### src/rtl/lm_pkg.sv
package lm_pkg;

  localparam int CW_LEN   = 8;
  localparam int ZS_SHORT = 8;
  localparam int ZS_LONG  = 16;

  // Codeword mark positions (V, B, V, B) after one shift of the delay line.
  localparam logic [CW_LEN-1:0] CW_EXEMPT_NEXT = 8'b0011_0110;

  typedef struct packed {
    logic mark;   // either rail high
    logic pos;    // positive rail only
    logic both;   // rails tied: NRZ one
  } rail_sym_t;

  // Index CW_LEN-1 holds the oldest bit of the window.
  function automatic logic cw_match(input logic [CW_LEN-1:0] m,
                                    input logic [CW_LEN-1:0] p,
                                    input logic [CW_LEN-1:0] b,
                                    input logic ref_pol,
                                    input logic ref_ok);
    logic zeros_ok, marks_ok, pol_ok;
    zeros_ok = ~(m[7] | m[6] | m[5] | m[2]);
    marks_ok = m[4] & m[3] & m[1] & m[0] & ~(b[4] | b[3] | b[1] | b[0]);
    pol_ok   = (p[4] == ref_pol) & (p[3] != ref_pol) &
               (p[1] != ref_pol) & (p[0] == ref_pol);
    return ref_ok & zeros_ok & marks_ok & pol_ok;
  endfunction

endpackage

### src/rtl/lm_capture.sv
module lm_capture
  import lm_pkg::*;
(
  input  logic      clk,
  input  logic      rst_n,
  input  logic      rail_p,
  input  logic      rail_n,
  output rail_sym_t smp
);

  always_ff @(negedge clk or negedge rst_n) begin
    if (!rst_n) begin
      smp <= '0;
    end else begin
      smp.mark <= rail_p | rail_n;
      smp.pos  <= rail_p & ~rail_n;
      smp.both <= rail_p & rail_n;
    end
  end

endmodule

### src/rtl/lm_carrier.sv
module lm_carrier
  import lm_pkg::*;
#(
  parameter int LOS_SET  = 192,
  parameter int LOS_CLR  = 192,
  parameter int DENS_GAP = 8
) (
  input  logic      clk,
  input  logic      rst_n,
  input  rail_sym_t smp,
  output logic      carrier_loss,
  output logic      zeros8,
  output logic      zeros16
);

  localparam int RUN_MAX = (LOS_SET > ZS_LONG) ? LOS_SET : ZS_LONG;
  localparam int RUN_W   = $clog2(RUN_MAX + 1);
  localparam int GOOD_W  = $clog2(LOS_CLR + 1);

  logic [RUN_W-1:0]  zrun, zrun_n;
  logic [GOOD_W-1:0] good;
  logic              dense_bit;

  function automatic logic [RUN_W-1:0] run_step(input logic [RUN_W-1:0] r);
    return (&r) ? r : r + 1'b1;
  endfunction

  assign zrun_n    = smp.mark ? '0 : run_step(zrun);
  assign dense_bit = zrun_n < RUN_W'(DENS_GAP);

  always_ff @(posedge clk or negedge rst_n) begin
    if (!rst_n) begin
      zrun         <= '0;
      good         <= '0;
      carrier_loss <= 1'b0;
    end else begin
      zrun <= zrun_n;
      if (!carrier_loss) begin
        good <= '0;
        if (zrun_n >= RUN_W'(LOS_SET)) carrier_loss <= 1'b1;
      end else if (dense_bit) begin
        if (good == GOOD_W'(LOS_CLR - 1)) begin
          carrier_loss <= 1'b0;
          good         <= '0;
        end else begin
          good <= good + 1'b1;
        end
      end else begin
        good <= '0;
      end
    end
  end

  assign zeros8  = zrun >= RUN_W'(ZS_SHORT);
  assign zeros16 = zrun >= RUN_W'(ZS_LONG);

  a_r2_los_after_run: assert property (@(posedge clk) disable iff (!rst_n)
    (zrun >= RUN_W'(LOS_SET)) |-> carrier_loss);

  a_r3_clear_needs_density: assert property (@(posedge clk) disable iff (!rst_n)
    $fell(carrier_loss) |-> (zrun < RUN_W'(DENS_GAP)));

  a_r7_long_run_nested: assert property (@(posedge clk) disable iff (!rst_n)
    zeros16 |-> zeros8);

endmodule

### src/rtl/lm_bpv_detect.sv
module lm_bpv_detect
  import lm_pkg::*;
(
  input  logic      clk,
  input  logic      rst_n,
  input  rail_sym_t smp,
  output logic      viol_evt,
  output logic      bpv,
  output logic      dly_data,
  output logic      b8zs_det
);

  localparam int TOP = CW_LEN - 1;

  logic [CW_LEN-1:0] sr_m, sr_p, sr_b, sr_x;
  logic              last_pol, last_ok;
  logic              cw_hit;

  assign cw_hit   = cw_match(sr_m, sr_p, sr_b, last_pol, last_ok);
  assign viol_evt = sr_m[TOP] & ~sr_b[TOP] & ~sr_x[TOP] & last_ok &
                    (sr_p[TOP] == last_pol);

  always_ff @(posedge clk or negedge rst_n) begin
    if (!rst_n) begin
      sr_m     <= '0;
      sr_p     <= '0;
      sr_b     <= '0;
      sr_x     <= '0;
      last_pol <= 1'b0;
      last_ok  <= 1'b0;
      bpv      <= 1'b0;
      dly_data <= 1'b0;
      b8zs_det <= 1'b0;
    end else begin
      sr_m     <= {sr_m[TOP-1:0], smp.mark};
      sr_p     <= {sr_p[TOP-1:0], smp.pos};
      sr_b     <= {sr_b[TOP-1:0], smp.both};
      sr_x     <= {sr_x[TOP-1:0], 1'b0} | (cw_hit ? CW_EXEMPT_NEXT : '0);
      bpv      <= viol_evt;
      dly_data <= sr_m[TOP];
      b8zs_det <= cw_hit;
      if (sr_m[TOP] && !sr_b[TOP]) begin
        last_pol <= sr_p[TOP];
        last_ok  <= 1'b1;
      end
    end
  end

  a_r4_flag_on_mark: assert property (@(posedge clk) disable iff (!rst_n)
    bpv |-> dly_data);

  a_r5_codeword_exempt: assert property (@(posedge clk) disable iff (!rst_n)
    sr_x[TOP] |=> !bpv);

  a_r6_nrz_never_accused: assert property (@(posedge clk) disable iff (!rst_n)
    sr_b[TOP] |=> !bpv);

endmodule

### src/rtl/lm_bpv_counter.sv
module lm_bpv_counter #(
  parameter int CNT_W = 16
) (
  input  logic             clk,
  input  logic             rst_n,
  input  logic             inc,
  input  logic             clr,
  input  logic             load,
  input  logic [CNT_W-1:0] preset,
  output logic [CNT_W-1:0] count
);

  function automatic logic [CNT_W-1:0] sat_add(input logic [CNT_W-1:0] v,
                                               input logic step);
    return (step && !(&v)) ? v + 1'b1 : v;
  endfunction

  always_ff @(posedge clk or negedge rst_n) begin
    if (!rst_n)    count <= '0;
    else if (clr)  count <= '0;
    else if (load) count <= preset;
    else           count <= sat_add(count, inc);
  end

  a_r8_step: assert property (@(posedge clk) disable iff (!rst_n)
    (!clr && !load && inc && !(&count)) |=> (count == CNT_W'($past(count) + 1'b1)));

  a_r9_no_wrap: assert property (@(posedge clk) disable iff (!rst_n)
    (!clr && !load && (&count)) |=> (&count));

  a_r10_clear_wins: assert property (@(posedge clk) disable iff (!rst_n)
    clr |=> (count == '0));

endmodule

### src/rtl/t1_bpv_monitor.sv
module t1_bpv_monitor
  import lm_pkg::*;
#(
  parameter int CNT_W    = 16,
  parameter int LOS_SET  = 192,
  parameter int LOS_CLR  = 192,
  parameter int DENS_GAP = 8
) (
  input  logic               line_clk,
  input  logic               rst_n,
  input  logic               rail_pos,
  input  logic               rail_neg,
  input  logic               cnt_clear,
  input  logic               cnt_load,
  input  logic [CNT_W-1:0]   cnt_preset,
  output logic               bpv,
  output logic               line_data,
  output logic               b8zs_seen,
  output logic               zeros8,
  output logic               zeros16,
  output logic               carrier_loss,
  output logic [CNT_W/2-1:0] bpv_cnt_hi,
  output logic [CNT_W/2-1:0] bpv_cnt_lo
);

  localparam int HALF = CNT_W / 2;

  rail_sym_t        smp;
  logic             viol_evt;
  logic [CNT_W-1:0] count;

  lm_capture u_capture (
    .clk    (line_clk),
    .rst_n  (rst_n),
    .rail_p (rail_pos),
    .rail_n (rail_neg),
    .smp    (smp)
  );

  lm_carrier #(
    .LOS_SET  (LOS_SET),
    .LOS_CLR  (LOS_CLR),
    .DENS_GAP (DENS_GAP)
  ) u_carrier (
    .clk          (line_clk),
    .rst_n        (rst_n),
    .smp          (smp),
    .carrier_loss (carrier_loss),
    .zeros8       (zeros8),
    .zeros16      (zeros16)
  );

  lm_bpv_detect u_detect (
    .clk      (line_clk),
    .rst_n    (rst_n),
    .smp      (smp),
    .viol_evt (viol_evt),
    .bpv      (bpv),
    .dly_data (line_data),
    .b8zs_det (b8zs_seen)
  );

  lm_bpv_counter #(
    .CNT_W (CNT_W)
  ) u_counter (
    .clk    (line_clk),
    .rst_n  (rst_n),
    .inc    (viol_evt),
    .clr    (cnt_clear),
    .load   (cnt_load),
    .preset (cnt_preset),
    .count  (count)
  );

  assign bpv_cnt_hi = count[CNT_W-1 -: HALF];
  assign bpv_cnt_lo = count[HALF-1:0];

  a_r8_flag_with_count: assert property (@(posedge line_clk) disable iff (!rst_n)
    ($rose(bpv) && !$past(cnt_clear) && !$past(cnt_load) && !(&$past(count)))
      |-> (count != $past(count)));

endmodule

### config.mk
export PLATFORM = sky130hd
export DESIGN_NAME = t1_bpv_monitor
export DESIGN_NICKNAME = d
export VERILOG_FILES = /design/src/rtl/lm_pkg.sv /design/src/rtl/lm_capture.sv /design/src/rtl/lm_carrier.sv /design/src/rtl/lm_bpv_detect.sv /design/src/rtl/lm_bpv_counter.sv /design/src/rtl/t1_bpv_monitor.sv
export SDC_FILE = /design/constraint.sdc
export NUM_CORES = 1
export LEC_CHECK = 0
export BUFFER_PORTS_ARGS = -buffer_cell sky130_fd_sc_hd__buf_4
export CAP_MARGIN = 20
export CORE_ASPECT_RATIO = 1.25
export CORE_MARGIN = 2
export CORE_UTILIZATION = 56
export CTS_BUF_LIST = sky130_fd_sc_hd__clkbuf_16
export DETAILED_ROUTE_END_ITERATION = 8
export HOLD_SLACK_MARGIN = 0.15
export PLACE_DENSITY = 0.74
export REMOVE_ABC_BUFFERS = 1
export SLEW_MARGIN = 15
export SYNTH_ARGS = -nofsm -noshare
export SYNTH_HDL_FRONTEND = slang
export SYNTH_SLANG_ARGS = --single-unit
### constraint.sdc
create_clock -name line_clk -period 2.18 [get_ports line_clk]
set_input_delay 0.109 -clock line_clk [delete_from_list [all_inputs] [get_ports line_clk]]
set_output_delay 0.109 -clock line_clk [all_outputs]
set_load 0.05 [all_outputs]
* Word level (Yosys, flattened, before mapping)
Cells that the tools add are included.
** Word-level totals
- Register bits after elaboration :: 73
- Input port bits :: 22
- Output and inout port bits :: 22
- Logic and storage cells :: 78
** Operators by class
- Add/subtract/negate cells :: 3
- Order comparisons :: 4
- Eq/ne operators :: 6
- Mux-type cells :: 13
- Bitwise logic cells :: 29
- Reductions and logical operators :: 7
** Operators by type and width (number)
- $mux W16 :: 3
- $mux W8 :: 5
- $add A16 B1 Y16 const B :: 1
- $add A8 B1 Y8 const B :: 2
- $and A1 B1 Y1 :: 16
- $reduce_and A16 Y1 :: 1
- $eq A8 B8 Y1 const B :: 1
- $ge A8 B4 Y1 const B :: 1
- $ge A8 B5 Y1 const B :: 1
- $ge A8 B8 Y1 const B :: 1
- $lt A8 B4 Y1 const B :: 1
- $or A8 B8 Y8 :: 1
- $reduce_and A8 Y1 :: 1
- $or A1 B1 Y1 :: 7
- $mux W6 :: 1
- $not A1 Y1 :: 5
- $mux W1 :: 4
- $eq A1 B1 Y1 :: 3
- $reduce_bool A3 Y1 :: 1
- $logic_and A1 B1 Y1 :: 2
- $logic_not A1 Y1 :: 2
- $ne A1 B1 Y1 :: 2

* Longest topological paths before layout
- Depth in word-level cells :: 9
- Depth in mapped cells :: 7
- Gate-level depth less buffers :: 6

* Cells and area by module
A second synthesis with hierarchy kept.
** Second synthesis, totals
- Cell total of the unflattened synthesis :: 310
- Area, all modules :: 3299.4 um2
** By module, submodules not included
- lm_bpv_counter :: instances 1, cells an instance 151, area each 1238.7 um2, seq. area each 400.4 um2
- lm_bpv_detect :: instances 1, cells an instance 52, area each 1029.7 um2, seq. area each 875.8 um2
- lm_carrier :: instances 1, cells an instance 101, area each 933.4 um2, seq. area each 425.4 um2
- lm_capture :: instances 1, cells an instance 6, area each 97.6 um2, seq. area each 75.1 um2

==> metrics.txt <==
run status finished with violations; violations in the final reports negative setup slack; Post-Layout Cell Count 407; vias per std cell 5.63; clock root cell clkbuf_16; RSZ-0062 raised after global routing yes; top flip-flop cell by instance count after synthesis dfrtp_1; Core ar. 5370 sq um; YS warnings 0; post-route antenna net violation count 0; die height 87.1 um; synth cell count leaders dfrtp_1, nor2_1, a211oi_1, nand3_1; Critical Path Sink Type flip-flop; latest clock arrival within the worst-skew pair 0.33 ns; slack of the critical path -0.131 ns; worst setup path start u_capture.smp[2]; initial antenna violation count 0; relative slew slack 0.576; initial cell density of the core 0.577; maximum vdd ir drop 0.000654 V; number of max-slew violations in the final report 0; Synth top area share 0.549; Total Routing Usage GR 0.231; Yosys reg bits 71; number of sinks driven by the clock tree 71; total congestion overflow 0; maximum number of pins on one net before global-route repair 45; footprint of the multi-input gates 1280 sq um; logic depth of the worst register-to-register path 4; total area of sequential cells 1780 sq um; startpoint of the worst-slack reg-to-reg timing path u_capture.smp[2]; count of mapped cells out of synthesis 266; FP Rows 30; ranking of synthesized cells by area dfrtp_1, nor2_1, a211oi_1; proportion of register bits with asynchronous set or reset after synthesis 1.00; kind of launch point of the worst setup path flip-flop; max cap viols 0; clock transition at the registers of the reported paths 0.06 ns; maximum level of the CTS H-tree 3; detailed-route wire length per cell 15.7 um; area grow syn2layout 31.5%; final std cell area, no fill 4070 sq um; antenna diode count 0; peak fanout along the critical path 5; power per cell area 809 nW/um^2; DP Cell Count 369; maximum buffer depth of the clock tree 2; gpl congestion 0.794; minimum setup slack after placement -0.169 ns; via count 2292; layout cell share with drive strength beyond 1 0.274; wire length reported by the detailed router 6380 um; floorplan die area 6140 sq um; actual transition at the worst max-transition pin 0.635 ns; Post-layout nets 364; post-synthesis average cell area 11.6 sq um; worst reg-to-reg setup slack -0.13 ns; Distinct cells, synth 54; post-synthesis instance area 3100 sq um; total clock buffers created by CTS 9; Residual DRC 0; Lkg Pwr 1.81 nW; tightest hold margin 0.233 ns; clock tree from TritonCTS yes; worst hold path class primary input to asynchronous set/reset pin; violation count after the first detailed-routing iteration 171; CP Class flip-flop to flip-flop; I/O Pins 44; sequential cell area fraction in the yosys report 0.574; wire length of the first global-routing pass 10800 um; number of filler instances in the final layout 342; overall die width 70.5 um; number of hold violations in the final report 0; number of buffers added on ports 43; standard cell area after detailed placement 3500 sq um; clock skew after layout 0.00897 ns; Detailed Routing Iterations Pass 1 4; critical register-to-register path endpoint u_carrier.good[0]; critical path arrival 2.56 ns; setup violation total in the final timing report 9; sum of net half-perimeters after detailed placement 3970 um; count leader, synth dfrtp_1; number of global-route vias before repair 2338; number of synthesized flops with an enable pin 0; post-synth top area cell dfrtp_1; required arrival time at the worst endpoint 2.43 ns
[logic make-up after synthesis]
logic type                 synth area share
and+or+nand+nor                       0.201
xor gates and xnor gates             0.0618
AOI/OAI and AO/OA                     0.117
muxes                               0.00687
buffers and inverters                0.0234
adders and majority gates            0.0162
DFF                                   0.574
[report_power, final]
part           switching [W]  internal [W]
clock               0.000541       0.00100
combinational       0.000192      0.000137
sequential         0.0000507       0.00137
total               0.000784       0.00251
[metrics by stage]
step / TNS (ns) / util / power [W]
floorplan: -1.03 / - / 0.00160
global placement: -0.672 / 0.652 / 0.00174
detailed placement: -0.962 / 0.652 / 0.00174
CTS: -0.351 / 0.755 / 0.00333
global route: -1.89 / 0.759 / 0.00342
finish: -0.912 / 0.759 / 0.00329
[layout make-up]
cell class	count	share of cell area
clock inverters	7	0.0234
multi-input cells	177	0.316
clock buffers	9	0.0553
well taps	64	0.0197
inverters	9	0.00830
repair buffers	70	0.141
flip-flops and latches	71	0.436
[placed cells by master (no fill, tap or decap), types with 5 or more instances in the layout]
cell type / instances
nand2_1: 10
a211oi_1: 14
dlygate4sd3_1: 20
a31oi_1: 5
clkbuf_16: 9
xor2_1: 10
dfrtp_1: 68
buf_4: 50
xnor2_1: 10
nand3_1: 10
inv_1: 8
and3_1: 5
nor2_1: 29
a21oi_1: 8
and4_1: 7
or2_2: 6
[critical path, cell delays in order (launching register included)]
cell	delay [ns]
dfrtn_1	0.49
nor2_2	0.06
a22oi_2	0.26
nand3_2	0.15
nor3b_2	0.18
[per-layer routing]
| layer | global-route usage | routed length, um | share of wire | up-vias |
|---|---|---|---|---|
| met5 | 0 | 0 | 0 | - |
| met4 | 0.119 | 136 | 0.021 | 0 |
| li1 | - | - | - | 1114 |
| met1 | 0.278 | 2670 | 0.42 | 1102 |
| met3 | 0.0463 | 294 | 0.046 | 14 |
| met2 | 0.394 | 3280 | 0.51 | 62 |
[worst max-delay path by stage]
stage / slack (ns) / to / cells after the start
floorplan: -0.18 / u_carrier.good[0] / 4
global placement: -0.14 / u_carrier.good[0] / 4
detailed placement: -0.17 / u_carrier.good[0] / 4
CTS: -0.06 / u_carrier.good[5] / 4
global route: -0.26 / u_carrier.good[0] / 4
finish: -0.13 / u_carrier.good[0] / 4
[state kept, by name, summed over array words and instances, names as in the netlist]
register,cells
u_detect.dly_data,1
u_detect.sr_b,8
u_carrier.carrier_loss,1
u_detect.sr_x,7
u_capture.smp,3
u_carrier.good,8
u_carrier.zrun,8
u_detect.sr_p,8
u_counter.count,16
u_detect.bpv,1
u_detect.last_ok,1
u_detect.last_pol,1
u_detect.sr_m,8
[timing repair]
item | 4_1_cts | 5_1_grt
setup buffers | 2 | 2
setup endpoints to repair | 9 | 9
cloned | 0 | 0
hold buffers | 20 | 0
resized for setup | 7 | 2
hold endpoints to repair | 40 | 0
pin swaps | 9 | 6
Note: power is estimated with default switching activity, not from simulation.
